--- src/rtl/word_router3_pkg.sv ---
package word_router3_pkg;
  localparam int unsigned WORD_W  = 9;
  localparam int unsigned NPORTS  = 3;
  localparam int unsigned SEL_W   = 2;
  localparam int unsigned PAR_BIT = WORD_W - 1;

  typedef logic [WORD_W-1:0] word_t;

  typedef enum logic [SEL_W-1:0] {
    SRC_A    = 2'b00,
    SRC_B    = 2'b01,
    SRC_C    = 2'b10,
    SRC_ZERO = 2'b11
  } src_e;

  localparam int unsigned PORT_A = 0;
  localparam int unsigned PORT_B = 1;
  localparam int unsigned PORT_C = 2;
endpackage

--- src/rtl/word_hold_reg.sv ---
module word_hold_reg
  import word_router3_pkg::*;
#(
  parameter int unsigned W = WORD_W
) (
  input  logic         clk_i,
  input  logic         rst_ni,
  input  logic         ld_i,
  input  logic [W-1:0] d_i,
  output logic [W-1:0] q_o
);
  always_ff @(posedge clk_i or negedge rst_ni) begin
    if (!rst_ni)   q_o <= '0;
    else if (ld_i) q_o <= d_i;
  end

  p_load_r2: assert property (@(posedge clk_i) disable iff (!rst_ni)
    ld_i |=> (q_o == $past(d_i)));
  p_hold_r2: assert property (@(posedge clk_i) disable iff (!rst_ni)
    !ld_i |=> $stable(q_o));
endmodule

--- src/rtl/word_src_mux.sv ---
module word_src_mux
  import word_router3_pkg::*;
(
  input  src_e  sel_i,
  input  word_t reg_a_i,
  input  word_t reg_b_i,
  input  word_t reg_c_i,
  output word_t word_o,
  output logic  from_c_o
);
  always_comb begin
    unique case (sel_i)
      SRC_A:   word_o = reg_a_i;
      SRC_B:   word_o = reg_b_i;
      SRC_C:   word_o = reg_c_i;
      default: word_o = '0;
    endcase
  end
  assign from_c_o = (sel_i == SRC_C);

  always_comb begin
    if (sel_i == SRC_ZERO) a_zero_r4: assert (word_o == '0);
  end
endmodule

--- src/rtl/port_drive.sv ---
module port_drive
  import word_router3_pkg::*;
#(
  parameter bit PAR_INV_EN = 1'b1
) (
  input  word_t word_i,
  input  logic  from_c_i,
  input  logic  par_flip_i,
  input  logic  drv_i,
  output word_t word_o,
  output logic  oe_o
);
  word_t adj;

  generate
    if (PAR_INV_EN) begin : g_inv
      always_comb begin
        adj = word_i;
        adj[PAR_BIT] = word_i[PAR_BIT] ^ (from_c_i & par_flip_i);
      end
    end else begin : g_pass
      assign adj = word_i;
    end
  endgenerate

  assign oe_o   = drv_i;
  assign word_o = drv_i ? adj : '0;

  always_comb begin
    if (!drv_i) a_off_zero_r5: assert (word_o == '0);
    if (drv_i)  a_low_bits_r7: assert (word_o[PAR_BIT-1:0] == word_i[PAR_BIT-1:0]);
    if (drv_i && !(from_c_i && par_flip_i))
      a_no_flip_r8: assert (word_o == word_i);
  end
endmodule

--- src/rtl/word_router3.sv ---
module word_router3
  import word_router3_pkg::*;
(
  input  logic       clk_i,
  input  logic       rst_ni,
  input  logic [8:0] a_i,
  input  logic [8:0] b_i,
  input  logic [8:0] c_i,
  input  logic       ld_a_i,
  input  logic       ld_b_i,
  input  logic       ld_c_i,
  input  logic [1:0] src_sel_i,
  input  logic       drv_a_i,
  input  logic       drv_b_i,
  input  logic       drv_c_i,
  input  logic       parity_flip_i,
  output logic [8:0] a_o,
  output logic [8:0] b_o,
  output logic [8:0] c_o,
  output logic       a_oe_o,
  output logic       b_oe_o,
  output logic       c_oe_o
);
  word_t in_w  [NPORTS];
  word_t reg_w [NPORTS];
  word_t out_w [NPORTS];
  logic  ld_w  [NPORTS];
  logic  drv_w [NPORTS];
  logic  oe_w  [NPORTS];
  word_t sel_word;
  logic  from_c;

  assign in_w[PORT_A] = a_i;    assign in_w[PORT_B] = b_i;    assign in_w[PORT_C] = c_i;
  assign ld_w[PORT_A] = ld_a_i; assign ld_w[PORT_B] = ld_b_i; assign ld_w[PORT_C] = ld_c_i;
  assign drv_w[PORT_A] = drv_a_i; assign drv_w[PORT_B] = drv_b_i; assign drv_w[PORT_C] = drv_c_i;

  for (genvar p = 0; p < NPORTS; p++) begin : g_port
    word_hold_reg #(.W(WORD_W)) u_reg (
      .clk_i(clk_i), .rst_ni(rst_ni), .ld_i(ld_w[p]), .d_i(in_w[p]), .q_o(reg_w[p])
    );
    port_drive #(.PAR_INV_EN(p != PORT_C)) u_drv (
      .word_i(sel_word), .from_c_i(from_c), .par_flip_i(parity_flip_i),
      .drv_i(drv_w[p]), .word_o(out_w[p]), .oe_o(oe_w[p])
    );
  end

  word_src_mux u_mux (
    .sel_i(src_e'(src_sel_i)), .reg_a_i(reg_w[PORT_A]), .reg_b_i(reg_w[PORT_B]),
    .reg_c_i(reg_w[PORT_C]), .word_o(sel_word), .from_c_o(from_c)
  );

  assign a_o = out_w[PORT_A]; assign b_o = out_w[PORT_B]; assign c_o = out_w[PORT_C];
  assign a_oe_o = oe_w[PORT_A]; assign b_oe_o = oe_w[PORT_B]; assign c_oe_o = oe_w[PORT_C];

  p_iso_a_r3: assert property (@(posedge clk_i) disable iff (!rst_ni)
    !ld_a_i |=> $stable(reg_w[PORT_A]));
  p_c_never_inv_r8: assert property (@(posedge clk_i) disable iff (!rst_ni)
    (drv_c_i && src_sel_i == 2'b10) |-> (c_o == reg_w[PORT_C]));
  p_flip_a_r7: assert property (@(posedge clk_i) disable iff (!rst_ni)
    (drv_a_i && parity_flip_i && src_sel_i == 2'b10) |->
      (a_o == (reg_w[PORT_C] ^ 9'h100)));
  p_oe_r5: assert property (@(posedge clk_i) disable iff (!rst_ni)
    (a_oe_o == drv_a_i) && (b_oe_o == drv_b_i) && (c_oe_o == drv_c_i));
endmodule

--- config.mk ---
export PLATFORM = sky130hd
export DESIGN_NAME = word_router3
export DESIGN_NICKNAME = d
export VERILOG_FILES = /design/src/rtl/word_router3_pkg.sv /design/src/rtl/word_hold_reg.sv /design/src/rtl/word_src_mux.sv /design/src/rtl/port_drive.sv /design/src/rtl/word_router3.sv
export SDC_FILE = /design/constraint.sdc
export NUM_CORES = 1
export LEC_CHECK = 0
export BUFFER_PORTS_ARGS = -buffer_cell sky130_fd_sc_hd__buf_2
export CORE_UTILIZATION = 49
export DETAILED_ROUTE_END_ITERATION = 8
export PLACE_DENSITY = 0.84
export RECOVER_POWER = 100
export SKIP_LAST_GASP = 1
export SLEW_MARGIN = 20
export SYNTH_ARGS = -nofsm -noshare
export SYNTH_HDL_FRONTEND = slang
export SYNTH_SLANG_ARGS = --single-unit
--- constraint.sdc ---
create_clock -name clk_i -period 2.5 [get_ports clk_i]
set_input_delay 0.125 -clock clk_i [delete_from_list [all_inputs] [get_ports clk_i]]
set_output_delay 0.125 -clock clk_i [all_outputs]
set_load 0.03 [all_outputs]
==> results by group <==
Status
  • Run status: finished, final reports clean

Critical path
  • Arrival time of the worst setup path: 1.54 ns
  • Cell count of the worst reg-to-reg path: 1
  • Setup slack of the most critical reg-to-reg path: around 1.7 ns
  • Capturing point of the worst reg2reg path: g_port[1].u_reg.q_o[5]
  • Critical path capture point type: output port
  • Critical path launch point type: flop
  • Required time of the critical path: around 2.4 ns
  • Maximum fanout along the worst path: 3
  • Category of the most critical setup path: flop to output port
  • Beginning of the worst register-to-register path: g_port[1].u_reg.q_o[5]

Placed design
  • Dpl cells: around 230
  • HPWL after detailed placement: 2.48 mm
  • Buffers on Ports: 67
  • Final estimated routing congestion in global placement: about 0.76

Timing
  • Period minus WS final: 1.67 ns
  • Final hold viol count: 0
  • Relative slew slack: 7.98%
  • Summed negative setup slack over all endpoints: 0 ns
  • RSZ-0062 raised after global routing: false
  • Clock Skew: 0 ns
  • Min Hold Slack: roughly 0.013 ns
  • Maximum operating frequency: ~0.6 GHz
  • Final worst path period share: 66.7%
  • Final setup fails: 0
  • Slew Limit Fails: 0
  • Transition time at the pin with the least slew margin: 1.38 ns

Logic synthesis
  • EDFF count, synth: 0
  • Average instance area after synthesis: 10.3 um^2
  • Number of synthesis warnings: 0
  • Post-Syn Nets: 176
  • Main synth FF type: sky130_fd_sc_hd__dfrtp_1
  • Post-synthesis instance total: 138
  • Count of different cell masters after synthesis: 18
  • Total standard cell area after synthesis: between 1000 and 1500 um^2
  • Synthesized flop and latch total: 27
  • Async S/R FF share, synth: 100%
  • Sequential share of the synthesized area: between 40% and 50%

Floorplanning
  • Starting density of the core: 51.7%
  • Die Ht: approximately 56 um
  • Area inside the core boundary: 2760 um^2
  • Die area: 3130 um^2
  • Die width: about 56 um
  • Number of primary I/O pins: slightly below 70
  • Number of core rows: 19

Min path
  • Hold endpoint: g_port[2].u_reg.q_o[7]
  • Worst hold-check path type: primary input to flop
  • Worst hold path cell count: 3
  • Origin of the worst min-delay path: c_i[7]

Clocking
  • Buffers inserted by post-CTS timing repair: 0
  • CTS HTree Levels: 1
  • Clk sink count: 27
  • Hold-fix buffers, CTS: 1
  • CTS tree: built
  • CTS resizes: 0
  • Cts bufs inserted: 3
  • Clock Tree Buf Depth: 2
  • Clock-pin slew on the worst setup and hold paths: ~0.13 ns
  • Clock latency at the later pin of the worst-skew pair: 0.30 ns
  • CTS Root Cell: sky130_fd_sc_hd__clkbuf_4

Power
  • Leakage power: 0.867 nW
  • Power density relative to cell area: 547 nW/um^2
  • Worst voltage drop across the vdd grid: between 0.3 and 0.4 mV
  • Post-layout power: 947 uW

Run
  • Count of maximum capacitance violations: 0

Global routing
  • Antenna violations before repair: 0
  • Overall routing resource usage: 22.0%
  • Vias in the first global route: 1,201
  • Wire length of the first global-routing pass: around 5.4 mm
  • Maximum number of pins on one net before global-route repair: 28
  • Global route overflow: 0

Cells and area
  • Layout net count: 238
  • Area added between synthesis and finish: 21.5%
  • Final core occ: 62.8%
  • Final cell count without fillers: between 200 and 250
  • Layout cell share with drive strength beyond 1: 29.1%
  • Count of filler cells inserted in the layout: 260
  • Top flop regs: g_port.u_reg.q_o x27
  • Top reg by flops: g_port.u_reg.q_o
  • Antenna diode count: 0
  • Max reg flops: 27

Routing
  • Starting DRT DRC Count: 22
  • DRC Markers: 0
  • Via-per-instance ratio: roughly 5.4
  • Met2 WL post-DR: 1.72 mm
  • Highest layer used for signal routing: met4
  • Total wire length after detailed routing: between 3 and 4 mm
  • Via total after detailed routing: 1,244
  • DRT Pass-1 Iters: 5
  • Total routed wire length on the met1 layer: around 1.3 mm
  • Met3 wire length: about 190 um
  • Routed wire length per instance: between 10 and 15 um
  • Antenna Violating Nets Remaining: 0
-- cell type report --
cell class,instances,area (um^2),area share (%)
sequential,27,676,39.0
multi-input combinational,91,651,37.6
timing repair buffer,68,307,17.7
tap,31,38.8,2.24
inverter,9,33.8,1.95
clock buffer,4,26.3,1.52
-- cells by family (layout without fill, tap and decap cells) --
family | Yosys count | after routing | synth area share, %
compound gates | 26 | 26 | 11.6
simple gates | 44 | 44 | 17.7
mux | 20 | 20 | 15.7
flops | 27 | 27 | 47.4
buf+inv | 20 | 81 | 6.94
xor+xnor | 1 | 1 | 0.615
-- metrics by stage --
| step | area, um^2 | setup slack (ns) |
|---|---|---|
| floorplan | 1430 | 1.08 |
| global placement | 1730 | 1.17 |
| detailed placement | 1730 | 1.13 |
| CTS | 1770 | 0.865 |
| global route | 1730 | 0.730 |
| finish | 1730 | 0.832 |
-- cells in the mapped netlist, types with 2 or more instances --
cell / instances / share of area (%)
sky130_fd_sc_hd__and2_1: 2 / 0.88
sky130_fd_sc_hd__buf_4: 3 / 1.6
sky130_fd_sc_hd__a211o_1: 8 / 4.9
sky130_fd_sc_hd__and3_1: 24 / 11
sky130_fd_sc_hd__nand2_1: 9 / 2.4
sky130_fd_sc_hd__nor2b_1: 8 / 3.5
sky130_fd_sc_hd__inv_1: 9 / 2.4
sky130_fd_sc_hd__mux2_2: 19 / 15
sky130_fd_sc_hd__buf_2: 4 / 1.4
sky130_fd_sc_hd__o21ai_0: 16 / 5.6
sky130_fd_sc_hd__dfrtp_1: 27 / 47
sky130_fd_sc_hd__clkbuf_1: 3 / 0.79
-- report_power, final --
| part | total, mW | internal, mW | leakage [nW] | switching (mW) |
|---|---|---|---|---|
| clock network | 0.178 | 0.0622 | 0.0150 | 0.115 |
| logic | 0.271 | 0.103 | 0.533 | 0.168 |
| registers | 0.499 | 0.479 | 0.319 | 0.0201 |
| total | 0.947 | 0.643 | 0.867 | 0.304 |
-- worst max path at each step --
stage,from,endpoint,cells after the start
final,g_port[0].u_reg.q_o[1],b_o[1],4
after global routing,rst_ni,g_port[1].u_reg.q_o[4],2
after CTS,g_port[0].u_reg.q_o[1],b_o[1],4
after detailed placement,src_sel_i[0],a_o[8],5
after global placement,src_sel_i[0],b_o[1],5
after floorplan,src_sel_i[1],c_o[8],3
-- worst max-delay path: stages, from the launching register on --
cell                       delay, ns
sky130_fd_sc_hd__dfrtp_1        0.40
sky130_fd_sc_hd__nor2b_1        0.13
sky130_fd_sc_hd__a211o_1        0.31
sky130_fd_sc_hd__and3_1         0.18
sky130_fd_sc_hd__clkbuf_1       0.22
-- cells in the final DEF (no fill, tap or decap), drive strengths merged --
cell type,synthesis,layout
buf,8,36
and2,2,2
a211o,8,8
o22ai,1,1
and3,24,24
o32ai,1,1
clkbuf,3,35
mux2,19,19
nand2b,1,1
xnor2,1,1
o21ai,16,16
dlygate4sd3,0,1
mux2i,1,1
nand2,9,9
dfrtp,27,27
inv,9,9
nor2b,8,8
-- routing by layer --
layer	up-vias	GRT usage, %
met1	596	27.8
met2	45	39.1
met4	0	8.01
li1	601	-
met3	2	2.09
met5	-	0
Note: power is estimated with default switching activity, not from simulation.
